[src/rtl/ipc_pkg.sv]
package ipc_pkg;
   typedef enum logic [2:0] {
      OP_ACCEPT  = 3'd0,
      OP_POLL    = 3'd1,
      OP_SET_CUR = 3'd2,
      OP_SET_IPI = 3'd3,
      OP_EOI     = 3'd4
   } op_e;

   typedef enum logic [1:0] {
      NT_REJECT = 2'd0,
      NT_EOI    = 2'd1,
      NT_RESEND = 2'd2,
      NT_NONE   = 2'd3
   } nt_e;
endpackage

[src/rtl/ipc_req_judge.sv]
module ipc_req_judge #(
   parameter int SRC_W  = 24,
   parameter int PRIO_W = 8
) (
   input  logic [PRIO_W-1:0] cur_prio,
   input  logic [SRC_W-1:0]  pend_src,
   input  logic [PRIO_W-1:0] pend_prio,
   input  logic [SRC_W-1:0]  req_src,
   input  logic [PRIO_W-1:0] req_prio,
   output logic              take
);
   logic beaten_by_cur;
   logic beaten_by_pend;

   always_comb begin
      beaten_by_cur  = (req_prio >= cur_prio);
      beaten_by_pend = (pend_src != '0) && (pend_prio <= req_prio);
      take           = (req_src != '0) && !beaten_by_cur && !beaten_by_pend;
   end
endmodule

[src/rtl/ipc_ipi_check.sv]
module ipc_ipi_check #(
   parameter int SRC_W  = 24,
   parameter int PRIO_W = 8
) (
   input  logic [PRIO_W-1:0] ipi_prio,
   input  logic [PRIO_W-1:0] cur_prio,
   input  logic [SRC_W-1:0]  pend_src,
   input  logic [PRIO_W-1:0] pend_prio,
   output logic              fire
);
   logic holds_better;

   always_comb begin
      holds_better = (pend_src != '0) && (pend_prio <= ipi_prio);
      fire         = (ipi_prio < cur_prio) && !holds_better;
   end
endmodule

[src/rtl/ipc_notify.sv]
module ipc_notify
   import ipc_pkg::*;
#(
   parameter int SRC_W = 24,
   parameter int OWN_W = 4
) (
   input  logic             clk,
   input  logic             rst_n,
   input  logic             send,
   input  nt_e              kind,
   input  logic [SRC_W-1:0] src,
   input  logic [OWN_W-1:0] owner,
   output logic             nt_valid,
   output logic [1:0]       nt_kind,
   output logic [SRC_W-1:0] nt_src,
   output logic [OWN_W-1:0] nt_owner
);
   always_ff @(posedge clk or negedge rst_n) begin
      if (!rst_n) begin
         nt_valid <= 1'b0;
         nt_kind  <= NT_NONE;
         nt_src   <= '0;
         nt_owner <= '0;
      end else begin
         nt_valid <= send;
         if (send) begin
            nt_kind  <= kind;
            nt_src   <= src;
            nt_owner <= owner;
         end
      end
   end
endmodule

[src/rtl/intr_present_ctrl.sv]
module intr_present_ctrl
   import ipc_pkg::*;
#(
   parameter int SRC_W   = 24,
   parameter int PRIO_W  = 8,
   parameter int OWN_W   = 4,
   parameter int IPI_SRC = 2
) (
   input  logic                     clk,
   input  logic                     rst_n,
   input  logic                     req_valid,
   input  logic [SRC_W-1:0]         req_src,
   input  logic [PRIO_W-1:0]        req_prio,
   input  logic [OWN_W-1:0]         req_owner,
   output logic                     req_ready,
   output logic                     req_ack,
   output logic                     req_nak,
   input  logic                     op_valid,
   input  logic [2:0]               op_code,
   input  logic [PRIO_W+SRC_W-1:0]  op_data,
   output logic                     op_ready,
   output logic                     rd_valid,
   output logic [PRIO_W+SRC_W-1:0]  rd_word,
   output logic [PRIO_W-1:0]        rd_ipi,
   output logic                     nt_valid,
   output logic [1:0]               nt_kind,
   output logic [SRC_W-1:0]         nt_src,
   output logic [OWN_W-1:0]         nt_owner,
   output logic                     irq_out
);
   localparam int REG_W = PRIO_W + SRC_W;
   localparam logic [PRIO_W-1:0] PRIO_NONE = '1;
   localparam logic [SRC_W-1:0]  IPI_NUM   = SRC_W'(IPI_SRC);

   generate
      if (SRC_W < 2 || SRC_W > 30) begin : g_bad_src
         $error("SRC_W must lie in 2..30");
      end
      if (PRIO_W < 2 || OWN_W < 1) begin : g_bad_widths
         $error("PRIO_W must be at least 2 and OWN_W at least 1");
      end
      if (IPI_SRC < 1 || IPI_SRC >= (1 << SRC_W)) begin : g_bad_ipi
         $error("IPI_SRC must be a nonzero source number");
      end
   endgenerate

   // architectural state
   logic [PRIO_W-1:0] cur_q, cur_n;
   logic [SRC_W-1:0]  src_q, src_n;
   logic [PRIO_W-1:0] pp_q, pp_n;
   logic [PRIO_W-1:0] ipi_q, ipi_n;
   logic [OWN_W-1:0]  own_q, own_n;
   logic              ownv_q, ownv_n;
   logic              irq_q, irq_n;
   logic              busy_q, busy_n;
   logic              rdv_q, rdv_n;
   logic [REG_W-1:0]  rd_q, rd_n;
   logic [PRIO_W-1:0] rdi_q, rdi_n;

   // notification request
   logic              nt_send;
   nt_e               nt_k;
   logic [SRC_W-1:0]  nt_s;
   logic [OWN_W-1:0]  nt_o;

   logic op_go, req_go, take, ipi_fire;
   logic [PRIO_W-1:0] op_val, op_top, chk_ipi, chk_cur;

   assign op_go     = op_valid && !busy_q;
   assign op_ready  = !busy_q;
   assign req_ready = !op_valid && !busy_q;
   assign req_go    = req_valid && req_ready;
   assign op_val    = op_data[PRIO_W-1:0];
   assign op_top    = op_data[REG_W-1:SRC_W];

   ipc_req_judge #(.SRC_W(SRC_W), .PRIO_W(PRIO_W)) u_judge (
      .cur_prio (cur_q),
      .pend_src (src_q),
      .pend_prio(pp_q),
      .req_src  (req_src),
      .req_prio (req_prio),
      .take     (take)
   );

   assign req_ack = req_go && take;
   assign req_nak = req_go && !take;

   always_comb begin
      chk_ipi = (op_code == OP_SET_IPI) ? op_val : ipi_q;
      case (op_code)
         OP_SET_CUR: chk_cur = op_val;
         OP_EOI:     chk_cur = op_top;
         default:    chk_cur = cur_q;
      endcase
   end

   ipc_ipi_check #(.SRC_W(SRC_W), .PRIO_W(PRIO_W)) u_ipi (
      .ipi_prio (chk_ipi),
      .cur_prio (chk_cur),
      .pend_src (src_q),
      .pend_prio(pp_q),
      .fire     (ipi_fire)
   );

   always_comb begin
      cur_n   = cur_q;
      src_n   = src_q;
      pp_n    = pp_q;
      ipi_n   = ipi_q;
      own_n   = own_q;
      ownv_n  = ownv_q;
      irq_n   = irq_q;
      busy_n  = 1'b0;
      rdv_n   = 1'b0;
      rd_n    = rd_q;
      rdi_n   = rdi_q;
      nt_send = 1'b0;
      nt_k    = NT_NONE;
      nt_s    = '0;
      nt_o    = '0;
      if (busy_q) begin
         nt_send = 1'b1;
         nt_k    = NT_RESEND;
      end else if (op_valid) begin
         case (op_code)
            OP_ACCEPT: begin
               rdv_n  = 1'b1;
               rd_n   = {cur_q, src_q};
               rdi_n  = ipi_q;
               cur_n  = pp_q;
               src_n  = '0;
               pp_n   = PRIO_NONE;
               ownv_n = 1'b0;
               irq_n  = 1'b0;
            end
            OP_POLL: begin
               rdv_n = 1'b1;
               rd_n  = {cur_q, src_q};
               rdi_n = ipi_q;
            end
            OP_SET_CUR: begin
               cur_n = op_val;
               if (op_val < cur_q) begin
                  if (src_q != '0 && op_val <= pp_q) begin
                     src_n  = '0;
                     pp_n   = PRIO_NONE;
                     irq_n  = 1'b0;
                     ownv_n = 1'b0;
                     if (ownv_q) begin
                        nt_send = 1'b1;
                        nt_k    = NT_REJECT;
                        nt_s    = src_q;
                        nt_o    = own_q;
                     end
                  end
               end else if (src_q == '0) begin
                  if (ipi_fire) begin
                     src_n  = IPI_NUM;
                     pp_n   = ipi_q;
                     ownv_n = 1'b0;
                     irq_n  = 1'b1;
                  end
                  nt_send = 1'b1;
                  nt_k    = NT_RESEND;
               end
            end
            OP_SET_IPI: begin
               ipi_n = op_val;
               if (ipi_fire) begin
                  if (src_q != '0 && ownv_q) begin
                     nt_send = 1'b1;
                     nt_k    = NT_REJECT;
                     nt_s    = src_q;
                     nt_o    = own_q;
                  end
                  src_n  = IPI_NUM;
                  pp_n   = op_val;
                  ownv_n = 1'b0;
                  irq_n  = 1'b1;
               end
            end
            OP_EOI: begin
               cur_n   = op_top;
               nt_send = 1'b1;
               nt_k    = NT_EOI;
               nt_s    = op_data[SRC_W-1:0];
               if (src_q == '0) begin
                  busy_n = 1'b1;
                  if (ipi_fire) begin
                     src_n  = IPI_NUM;
                     pp_n   = ipi_q;
                     ownv_n = 1'b0;
                     irq_n  = 1'b1;
                  end
               end
            end
            default: ;
         endcase
      end else if (req_go && take) begin
         if (src_q != '0 && ownv_q) begin
            nt_send = 1'b1;
            nt_k    = NT_REJECT;
            nt_s    = src_q;
            nt_o    = own_q;
         end
         src_n  = req_src;
         pp_n   = req_prio;
         own_n  = req_owner;
         ownv_n = 1'b1;
         irq_n  = 1'b1;
      end
   end

   always_ff @(posedge clk or negedge rst_n) begin
      if (!rst_n) begin
         cur_q  <= '0;
         src_q  <= '0;
         pp_q   <= PRIO_NONE;
         ipi_q  <= PRIO_NONE;
         own_q  <= '0;
         ownv_q <= 1'b0;
         irq_q  <= 1'b0;
         busy_q <= 1'b0;
         rdv_q  <= 1'b0;
         rd_q   <= '0;
         rdi_q  <= '0;
      end else begin
         cur_q  <= cur_n;
         src_q  <= src_n;
         pp_q   <= pp_n;
         ipi_q  <= ipi_n;
         own_q  <= own_n;
         ownv_q <= ownv_n;
         irq_q  <= irq_n;
         busy_q <= busy_n;
         rdv_q  <= rdv_n;
         rd_q   <= rd_n;
         rdi_q  <= rdi_n;
      end
   end

   assign irq_out  = irq_q;
   assign rd_valid = rdv_q;
   assign rd_word  = rd_q;
   assign rd_ipi   = rdi_q;

   ipc_notify #(.SRC_W(SRC_W), .OWN_W(OWN_W)) u_notify (
      .clk     (clk),
      .rst_n   (rst_n),
      .send    (nt_send),
      .kind    (nt_k),
      .src     (nt_s),
      .owner   (nt_o),
      .nt_valid(nt_valid),
      .nt_kind (nt_kind),
      .nt_src  (nt_src),
      .nt_owner(nt_owner)
   );

   // line follows the pending source field
   a_r4_irq_follows_pending: assert property (@(posedge clk) disable iff (!rst_n)
      irq_out == (src_q != '0));
   // a rejected request leaves the state alone
   a_r2_nak_keeps_state: assert property (@(posedge clk) disable iff (!rst_n)
      req_nak |=> $stable(src_q) && $stable(pp_q) && $stable(cur_q) && $stable(irq_out));
   // accept empties the pending slot
   a_r5_accept_clears: assert property (@(posedge clk) disable iff (!rst_n)
      (op_go && op_code == OP_ACCEPT) |=> (src_q == '0) && (pp_q == PRIO_NONE) && !irq_out && rd_valid);
   // poll has no side effect
   a_r6_poll_keeps_state: assert property (@(posedge clk) disable iff (!rst_n)
      (op_go && op_code == OP_POLL) |=> $stable(src_q) && $stable(pp_q) && $stable(cur_q) && $stable(ipi_q));
   // a firing IPI check loads the IPI number
   a_r9_ipi_loaded: assert property (@(posedge clk) disable iff (!rst_n)
      (op_go && op_code == OP_SET_IPI && ipi_fire) |=> (src_q == IPI_NUM) && irq_out);
   // an owed resend goes out next cycle
   a_r10_resend_follows: assert property (@(posedge clk) disable iff (!rst_n)
      busy_q |=> nt_valid && (nt_kind == NT_RESEND));
   // exactly one answer when judged, none otherwise
   a_r11_single_answer: assert property (@(posedge clk) disable iff (!rst_n)
      req_go |-> ($countones({req_ack, req_nak}) == 1));
   a_r11_no_answer_idle: assert property (@(posedge clk) disable iff (!rst_n)
      !req_go |-> !req_ack && !req_nak);
endmodule

[config.mk]
export PLATFORM = sky130hd
export DESIGN_NAME = intr_present_ctrl
export DESIGN_NICKNAME = d
export VERILOG_FILES = /design/src/rtl/ipc_pkg.sv /design/src/rtl/ipc_req_judge.sv /design/src/rtl/ipc_ipi_check.sv /design/src/rtl/ipc_notify.sv /design/src/rtl/intr_present_ctrl.sv
export SDC_FILE = /design/constraint.sdc
export NUM_CORES = 1
export LEC_CHECK = 0
export BUFFER_PORTS_ARGS = -buffer_cell sky130_fd_sc_hd__buf_2
export CAP_MARGIN = 15
export CORE_MARGIN = 2
export CORE_UTILIZATION = 40
export CTS_BUF_LIST = sky130_fd_sc_hd__clkbuf_16
export DETAILED_ROUTE_END_ITERATION = 8
export PLACE_DENSITY = 0.74
export SLEW_MARGIN = 20
export SYNTH_ARGS = -nofsm -noshare
export SYNTH_HDL_FRONTEND = slang
export SYNTH_SLANG_ARGS = --single-unit
[constraint.sdc]
create_clock -name clk -period 2.55 [get_ports clk]
set_input_delay 0.51 -clock clk [delete_from_list [all_inputs] [get_ports clk]]
set_output_delay 0.51 -clock clk [all_outputs]
set_load 0.1 [all_outputs]
==> results of run 1 <==
[state kept, by name, indices dropped and copies added (netlist names), named ones only]
register and flops:
irq_out 1, u_notify.nt_src 24, ownv_q 1, src_q 24
rd_valid 1, cur_q 8, u_notify.nt_owner 4, busy_q 1
u_notify.nt_valid 1, ipi_q 7, rd_ipi 8, pp_q 8
own_q 4, u_notify.nt_kind 2, rd_word 32
[worst max-delay path, cell delays in order]
cell and delay, ns:
buf_8 0.10, buf_12 0.13, o21bai_4 0.16, a32o_2 0.25, a21oi_4 0.15, ha_4 0.23
a211o_1 0.29, a221oi_4 0.23, a221o_1 0.28, a32oi_2 0.17, a21oi_2 0.24, nor3_2 0.10
buf_12 0.18, a221o_1 0.37
[layout make-up]
type	count	area (µm²)
diodes	1	2.50
clock buffers	17	425
clock inverters	15	178
fillers	1411	6930
inverters	43	171
multi-input cells	470	4010
flip-flops and latches	127	3200
well taps	229	287
repair buffers	358	2570
[kinds of logic (layout without fill, tap and decap cells)]
family | count (synthesis) | after routing | share of synthesized area
compound gates | 205 | 205 | 0.221
flops | 127 | 127 | 0.445
simple gates | 163 | 163 | 0.117
buf+inv | 82 | 433 | 0.0504
other cells | 0 | 1 | 0
fa+ha+maj | 45 | 45 | 0.0782
mux | 57 | 57 | 0.0883
[cell usage after synthesis, drive strengths merged (5+ instances only)]
library cell / n / area, µm²
dfrtp: 109 / 2730
mux2: 52 / 586
ha: 45 / 563
nand2: 43 / 161
inv: 42 / 158
nor2: 36 / 135
o21ai: 34 / 170
a221o: 32 / 320
a22o: 27 / 236
a21oi: 26 / 138
and2: 25 / 156
buf: 22 / 138
dfstp: 18 / 473
clkbuf: 17 / 63.8
nor4: 13 / 81.3
nor3: 11 / 55.1
o221ai: 11 / 96.3
nand4: 10 / 62.6
a21o: 7 / 52.6
a32oi: 7 / 61.3
o22ai: 7 / 43.8
a32o: 6 / 60.1
o2bb2ai: 6 / 52.6
a211oi: 5 / 37.5
a221oi: 5 / 43.8
and3: 5 / 36.3
mux2i: 5 / 50.1
o211ai: 5 / 37.5
o31a: 5 / 43.8
o41ai: 5 / 43.8
[per-stage QoR]
| stage | cell area, µm² | std cells | hold WS (ns) | setup WS, ns | utilization |
|---|---|---|---|---|---|
| after detailed placement | 9610 | 1201 | 0.448 | -1.04 | 0.540 |
| after global routing | 10800 | 1259 | 0.324 | -0.598 | 0.610 |
| final | 10800 | 1260 | 0.327 | -0.567 | 0.610 |
| after floorplan | 7360 | 679 | 0.214 | -0.754 | - |
| after global placement | 9610 | 1201 | 0.451 | -0.999 | 0.540 |
| after CTS | 10600 | 1250 | 0.323 | -0.424 | 0.596 |
[layer usage]
metal,global-route usage,vias to the layer above
li1,-,3262
met1,0.331,3610
met2,0.429,403
met3,0.0637,91
met4,0.117,0
met5,0,-
[worst max-delay path by stage]
| stage | startpoint | endpoint | slack, ns | cells after the start |
|---|---|---|---|---|
| 6_report | op_code[0] | u_notify.nt_src[10] | -0.57 | 14 |
| 3_5_place_dp | op_code[2] | pp_q[1] | -1.04 | 18 |
| 5_1_grt | pp_q[1] | u_notify.nt_owner[1] | -0.60 | 13 |
| 3_3_place_gp | op_code[2] | pp_q[0] | -1.0 | 18 |
| 4_1_cts | op_code[0] | pp_q[1] | -0.42 | 16 |
| 2_1_floorplan | op_code[2] | u_notify.nt_src[11] | -0.75 | 18 |
[power breakdown]
part	switching, mW	leakage [nW]	total, mW	internal [mW]
clock network	1.04	0.286	2.52	1.47
logic	6.85	3.45	10.0	3.20
registers	0.573	1.60	3.56	2.98
[repair_timing]
item,4_1_cts,5_1_grt
cloned,2,2
gates resized for setup,61,30
setup endpoints to repair,67,70
setup buffers,15,8
hold buffers,1,0
hold endpoints to repair,5,0
pin swaps,27,24
==> reports/results.txt, run 1 <==
Max Used Layer - met4
setup slack after layout - -0.567 ns
die area - 0.0191 mm²
Longest Clk Path Bufs - 2
crit share post-route - 1.22
WL final - 25900 µm
Final Power - 16.1 mW
relative slew slack - 0.644
share of cells above drive strength 1 - 0.511
Setup CP Type - primary input to flop
post-synthesis sequential area ratio - 0.445
Syn-to-layout area delta - 50.7%
maximum VDD drop - 1.59 mV
Vias - 7366
Pins Over Slew Limit - 0
fmax - 321 MHz
height of the die - 138 µm
Worst Hold Class - primary input to flop
PwrDens - 1490 mW/mm²
arrival time at the worst endpoint - 3.42 ns
drt first-iter violations - 591
Core Footprint - 0.0178 mm²
Syn Inst Count - 679
die span in x - 138 µm
CTS tree - done
library cells used by synthesis - 62
Nets - 1137
Detail Route met2 WL - 12300 µm
I/O pin count - 152
Detail Placement HPWL - 18500 µm
Hold Crit Depth - 2
EDFF count, synth - 0
worst path required time - 2.86 ns
met1 WL - 10200 µm
top_reg_cell synth - dfrtp_1
area of the mapped netlist - 0.00720 mm²
synthesized flop and latch total - 127
DRC viols - 0
largest net degree at the start of global routing - 62
met3 routed WL - 2300 µm
Hold Path Origin - req_owner[1]
CTS Buf Count - 17
YS warnings - 0
total grt overflow - 0
reg2reg end - u_notify.nt_src[10]
CP Max Fanout - 26
first drt pass iteration count - 6
RSZ-0062 raised after global routing - yes
Avg Inst Size Synth - 10.6 µm²
commonest non-fill, non-tap cell in the layout - buf_4
reg2reg setup slack - -0.48 ns
initial core utilization - 0.405
routed len/inst - 20.6 µm
Worst setup EP type - flop
reg2reg start - cur_q[3]
run status - finished, violations left
async set-reset flop share out of synthesis - 1.00
total of max-cap violations - 0
vias in the first global route - 7289
most frequent cells in the layout - buf_4 (175), buf_2 (148), dfrtp_1 (108), mux2_2 (52), nand2_1 (40)
syn nets - 799
vias per std cell - 5.85
global-route usage over all layers - 0.262
Leak - 5.34 nW
antenna violations before repair - 2
hold endpoint - own_q[1]
Port Buffers - 151
H-tree Lvls - 4
clk slew on worst S/H paths - 0.06 ns
Setup violations, final - 67
first-pass GRT wire length - 39600 µm
count of final hold-check violations - 0
root buffer selected by CTS - clkbuf_16
clk_lat worst skew - 0.43 ns
gpl congestion - 1.02
failing checks - negative setup slack
DRT antenna net count - 0
Worst Setup Start Kind - primary input
worst slew pin tran - 0.538 ns
Period minus WS final - 3.12 ns
clock sink count - 127
setup TNS - -30.88 ns
post-route clock skew - 0.0124 ns
cells on worst reg2reg path - 11
FP Rows - 49
Note: power is estimated with default switching activity, not from simulation.
==> inputs of run 2 (changes only) <==
Settings changed: SKIP_LAST_GASP set to 1.
==> reports/results.txt, run 2 (synthesis results as in run 1) <==
WL final - 26100 µm (was 25900 µm)
clk slew on worst S/H paths - 0.06 ns (about the same)
first-pass GRT wire length - 39600 µm (about the same)
root buffer selected by CTS - clkbuf_16 (unchanged)
family with the most delay on the worst path - compound AO/OA/AOI/OAI gates (unchanged)
Core Footprint - 0.0178 mm² (unchanged)
Worst Hold Class - primary input to flop (unchanged)
global-route usage over all layers - 0.263 (was 0.262)
Worst setup EP type - flop (unchanged)
Syn-to-layout area delta - 50.8% (was 50.7%)
FP Rows - 49 (unchanged)
Setup CP Type - primary input to flop (unchanged)
run status - finished, violations left (unchanged)
Worst Setup Start Kind - primary input (unchanged)
total of max-cap violations - 0 (unchanged)
die span in x - 138 µm (unchanged)
RSZ-0062 raised after global routing - yes (unchanged)
routed len/inst - 20.7 µm (was 20.6 µm)
Pins Over Slew Limit - 0 (unchanged)
placed cell area - 0.00961 mm² (unchanged)
crit share post-route - 1.21 (was 1.22)
Vias - 7376 (was 7366)
worst path required time - 2.86 ns (about the same)
failing checks - negative setup slack (unchanged)
Nets - 1138 (was 1137)
H-tree Lvls - 4 (unchanged)
clock sink count - 127 (unchanged)
gpl congestion - 1.02 (unchanged)
CTS tree - done (unchanged)
total grt overflow - 0 (unchanged)
Critical Path Slowest Stage Cell - a221o_1 (unchanged)
most frequent cells in the layout - buf_4 (176), buf_2 (148), dfrtp_1 (108), mux2_2 (52), nand2_1 (40) (was buf_4 (175), buf_2 (148), dfrtp_1 (108), mux2_2 (52), nand2_1 (40))
Detail Placement HPWL - 18500 µm (unchanged)
share of the core filled with cells - 0.611 (was 0.610)
vias per std cell - 5.85 (about the same)
Final Cell Area - 0.0109 mm² (was 0.0108 mm²)
maximum VDD drop - 1.59 mV (about the same)
setup slack after layout - -0.547 ns (was -0.567 ns)
max reg flops - 32 (unchanged)
PwrDens - 1490 mW/mm² (about the same)
worst slew pin tran - 0.529 ns (was 0.538 ns)
height of the die - 138 µm (unchanged)
setup TNS - -30.37 ns (was -30.88 ns)
hold_ws - 0.327 ns (about the same)
Leak - 5.35 nW (was 5.34 nW)
I/O pin count - 152 (unchanged)
drt first-iter violations - 549 (was 591)
pre-CTS setup slack - -1.04 ns (unchanged)
CTS Buf Count - 17 (unchanged)
arrival time at the worst endpoint - 3.40 ns (was 3.42 ns)
Period minus WS final - 3.10 ns (was 3.12 ns)
initial core utilization - 0.405 (unchanged)
count of final hold-check violations - 0 (unchanged)
clk_lat worst skew - 0.43 ns (about the same)
DRT antenna net count - 0 (unchanged)
Port Buffers - 151 (unchanged)
relative slew slack - 0.650 (was 0.644)
delay of the slowest cell on the worst path - 0.37 ns (about the same)
die area - 0.0191 mm² (unchanged)
fmax - 323 MHz (was 321 MHz)
largest net degree at the start of global routing - 62 (unchanged)
vias in the first global route - 7299 (was 7289)
CP Cell Sequence - buf_8, buf_12, o21bai_4, a32o_2, a21oi_4, ha_4, a211o_1, a221oi_4, a221o_1, a32oi_2, a21oi_2, nor3_2, buf_12, a221o_1 (unchanged)
CP Buf/Inv Count - 3 (unchanged)
share of cells above drive strength 1 - 0.510 (was 0.511)
post-route clock skew - 0.0142 ns (was 0.0124 ns)
Setup violations, final - 67 (unchanged)
DRC viols - 0 (unchanged)
antenna violations before repair - 1 (was 2)
CP Max Fanout - 26 (unchanged)
first drt pass iteration count - 5 (was 6)
commonest non-fill, non-tap cell in the layout - buf_4 (unchanged)
Longest Clk Path Bufs - 2 (unchanged)
-- run 2: cell count changes in the layout (fill, tap and decap cells not counted) --
cell and change:
inv_2 -1, inv_1 +1, buf_4 +1, o21ai_1 -1
o21ai_0 +1
-- run 2: repair_timing --
| action | in CTS | in global routing |
|---|---|---|
| buffers inserted | 15 | 8 |
| hold endpoints to repair | 5 | 0 |
| resized for setup | 58 | 31 |
| hold buffers | 1 | 0 |
| endpoints found under the setup margin | 67 | 67 |
| gates cloned | 2 | 2 |
| pin swaps | 26 | 25 |
-- run 2: report_power, final --
part	internal (mW)	switching, mW	leakage, nW
combinational	3.20	6.85	3.46
clock	1.47	1.04	0.286
sequential	2.98	0.576	1.60
total	7.66	8.47	5.35
-- run 2: path summary, 6_finish.rpt --
kind / start / to / slack, ns / depth (start not counted)
min reg2reg: own_q[0] / u_notify.nt_owner[0] / 0.49 / 1
min in group asynchronous: rst_n / u_notify.nt_src[13] / 0.54 / 2
max in group asynchronous: rst_n / u_notify.nt_valid / 1.27 / 3
max: op_code[0] / u_notify.nt_src[10] / -0.55 / 14
max reg2reg: cur_q[3] / u_notify.nt_src[10] / -0.47 / 11
min: req_owner[1] / own_q[1] / 0.33 / 2
-- run 2: cell type report --
type,count,area (µm²)
Timing Repair Buffer,359,2580
Antenna cell,1,2.50
Tap cell,229,287
Multi-Input combinational cell,470,4010
Sequential cell,127,3200
Fill cell,1409,6920
Clock buffer,17,425
Clock inverter,15,178
Inverter,43,171
-- run 2: routing by layer --
metal / track usage / vias to the layer above / part of all wire
li1: - / 3270 / -
met1: 0.332 / 3590 / 0.40
met2: 0.430 / 419 / 0.48
met3: 0.0634 / 97 / 0.077
met4: 0.118 / 0 / 0.041
met5: 0 / - / 0
-- run 2: stage by stage --
step	power (mW)	cells
2_1_floorplan	9.91	679
3_3_place_gp	12.6	1201
3_5_place_dp	12.7	1201
4_1_cts	15.8	1250
5_1_grt	16.8	1260
6_report	16.1	1261
==> inputs of run 3 (changes only) <==
Settings changed: CORE_UTILIZATION 40 to 29, PLACE_DENSITY 0.74 to 0.59, REMOVE_ABC_BUFFERS set to 1.
==> reports/results.txt, run 3 (synthesis results as in run 1) <==
count of final hold-check violations - 0 (unchanged)
CP Max Fanout - 5 (was 26)
first drt pass iteration count - 5 (unchanged)
Critical Path Slowest Stage Cell - a221o_1 (unchanged)
crit share post-route - 1.21 (about the same)
Leak - 5.34 nW (was 5.35 nW)
Final Cell Area - 0.0109 mm² (about the same)
max reg flops - 32 (unchanged)
family with the most delay on the worst path - compound AO/OA/AOI/OAI gates (unchanged)
Gate power share - 0.625 (was 0.623)
Detail Placement HPWL - 19700 µm (was 18500 µm)
Worst path most repeated cell - buf_6
Worst setup EP type - flop (unchanged)
FP Rows - 57 (was 49)
sequential share of power - 0.225 (was 0.221)
die area - 0.0261 mm² (was 0.0191 mm²)
routed len/inst - 19.9 µm (was 20.7 µm)
fmax - 324 MHz (was 323 MHz)
Vias - 7113 (was 7376)
largest net degree at the start of global routing - 57 (was 62)
commonest non-fill, non-tap cell in the layout - buf_4 (unchanged)
placed cell area - 0.00969 mm² (was 0.00961 mm²)
clock share of power - 0.150 (was 0.156)
multi-input logic area - 0.00396 mm² (was 0.00401 mm²)
Pins Over Slew Limit - 0 (unchanged)
first-pass GRT wire length - 39600 µm (about the same)
PwrDens - 1440 mW/mm² (was 1490 mW/mm²)
switching share of power - 0.526 (was 0.525)
share of the core filled with cells - 0.450 (was 0.611)
I/O pin count - 152 (unchanged)
maximum VDD drop - 1.02 mV (was 1.59 mV)
clk_lat worst skew - 0.43 ns (about the same)
most frequent cells in the layout - buf_4 (184), buf_2 (145), dfrtp_1 (109), mux2_2 (52) (was buf_4 (176), buf_2 (148), dfrtp_1 (108), mux2_2 (52), nand2_1 (40))
Longest Clk Path Bufs - 2 (unchanged)
dpl cells - 1295 (was 1201)
gpl congestion - 0.925 (was 1.02)
Switch Pwr - 8.31 mW (was 8.47 mW)
drt first-iter violations - 574 (was 549)
Ant. Diodes - 0 (was 1)
Nets - 1140 (was 1138)
CTS tree - done (unchanged)
setup slack after layout - -0.534 ns (was -0.547 ns)
worst path required time - 2.86 ns (about the same)
Worst Setup Start Kind - primary input (unchanged)
Setup violations, final - 67 (unchanged)
clock sink count - 127 (unchanged)
global-route usage over all layers - 0.198 (was 0.263)
Finished Layout Cells - 1357 (was 1261)
DRC viols - 0 (unchanged)
antenna violations before repair - 1 (unchanged)
Core Footprint - 0.0243 mm² (was 0.0178 mm²)
total grt overflow - 0 (unchanged)
WL final - 27000 µm (was 26100 µm)
vias per std cell - 5.24 (was 5.85)
post-route clock skew - 0.0117 ns (was 0.0142 ns)
DRT antenna net count - 0 (unchanged)
H-tree Lvls - 4 (unchanged)
pre-CTS setup slack - -1.11 ns (was -1.04 ns)
register area - 0.00320 mm² (about the same)
reg2reg setup slack - -0.52 ns (was -0.47 ns)
vias in the first global route - 6952 (was 7299)
die span in x - 162 µm (was 138 µm)
CP Buf/Inv Count - 5 (was 3)
share of cells above drive strength 1 - 0.509 (was 0.510)
total of max-cap violations - 0 (unchanged)
CTS Buf Count - 17 (unchanged)
CP Cell Sequence - buf_6, and3b_2, mux2i_2, inv_1, ha_4, o21a_1, o21ai_2, buf_4, a221o_1, buf_6, nand2_4, buf_6, a21oi_1, o21a_1, o21ba_2, a221o_1 (was buf_8, buf_12, o21bai_4, a32o_2, a21oi_4, ha_4, a211o_1, a221oi_4, a221o_1, a32oi_2, a21oi_2, nor3_2, buf_12, a221o_1)
Setup CP Type - primary input to flop (unchanged)
delay of the slowest cell on the worst path - 0.43 ns (was 0.37 ns)
run status - finished, violations left (unchanged)
arrival time at the worst endpoint - 3.39 ns (was 3.40 ns)
relative slew slack - 0.624 (was 0.650)
hold_buf cts - 0 (was 1)
root buffer selected by CTS - clkbuf_16 (unchanged)
Syn-to-layout area delta - 52.1% (was 50.8%)
Filler cells - 2307 (was 1409)
height of the die - 162 µm (was 138 µm)
hold_ws - 0.0296 ns (was 0.327 ns)
clk slew on worst S/H paths - 0.07 ns (was 0.06 ns)
Worst Hold Class - primary input to asynchronous set/reset pin (was primary input to flop)
RSZ-0062 raised after global routing - yes (unchanged)
worst slew pin tran - 0.564 ns (was 0.529 ns)
Period minus WS final - 3.08 ns (was 3.10 ns)
initial core utilization - 0.296 (was 0.405)
Port Buffers - 151 (unchanged)
Internal - 7.49 mW (was 7.66 mW)
failing checks - negative setup slack (unchanged)
-- run 3: power by group through the flow --
| stage | Clock, mW | Sequential [mW] | Combinational [mW] |
|---|---|---|---|
| floorplan | 0 | 7.49 | 2.25 |
| global placement | 0 | 3.61 | 8.91 |
| detailed placement | 0 | 3.63 | 8.99 |
| CTS | 2.41 | 3.55 | 9.33 |
| global route | 2.50 | 3.66 | 10.3 |
| finish | 2.37 | 3.56 | 9.87 |
-- run 3: worst paths after layout --
kind,start,end,cells past startpoint
max,op_code[2],src_q[1],16
min,rst_n,rd_word[19],1
max reg2reg,cur_q[3],src_q[17],14
min reg2reg,own_q[3],u_notify.nt_owner[3],1
max in group asynchronous,rst_n,u_notify.nt_kind[0],2
min in group clk,req_owner[0],own_q[0],2
-- run 3: final cells by class --
cell class / instances / share of cell area
multi-input cells: 470 / 0.361
flip-flops and latches: 127 / 0.292
repair buffers: 361 / 0.243
clock buffers: 17 / 0.0389
well taps: 324 / 0.0370
inverters: 43 / 0.0151
clock inverters: 15 / 0.0125
-- run 3: repair_timing --
action	in CTS	in global routing
gates resized for setup	32	62
cloned	0	7
setup endpoints to repair	68	68
pin swaps	8	23
buffers inserted	14	10
-- run 3: per-stage QoR --
| step | setup TNS, ns | total power, mW |
|---|---|---|
| floorplan | -232.01 | 9.74 |
| global route | -37.61 | 16.5 |
| finish | -30.28 | 15.8 |
| detailed placement | -68.22 | 12.6 |
| global placement | -66.35 | 12.5 |
| CTS | -26.52 | 15.3 |
-- run 3: per-layer routing --
layer,GRT usage,routed length (µm),up-vias
met3,0.0390,1750,49
met5,0,16,-
li1,-,-,3275
met2,0.316,12500,344
met1,0.269,11900,3443
met4,0.0666,788,2
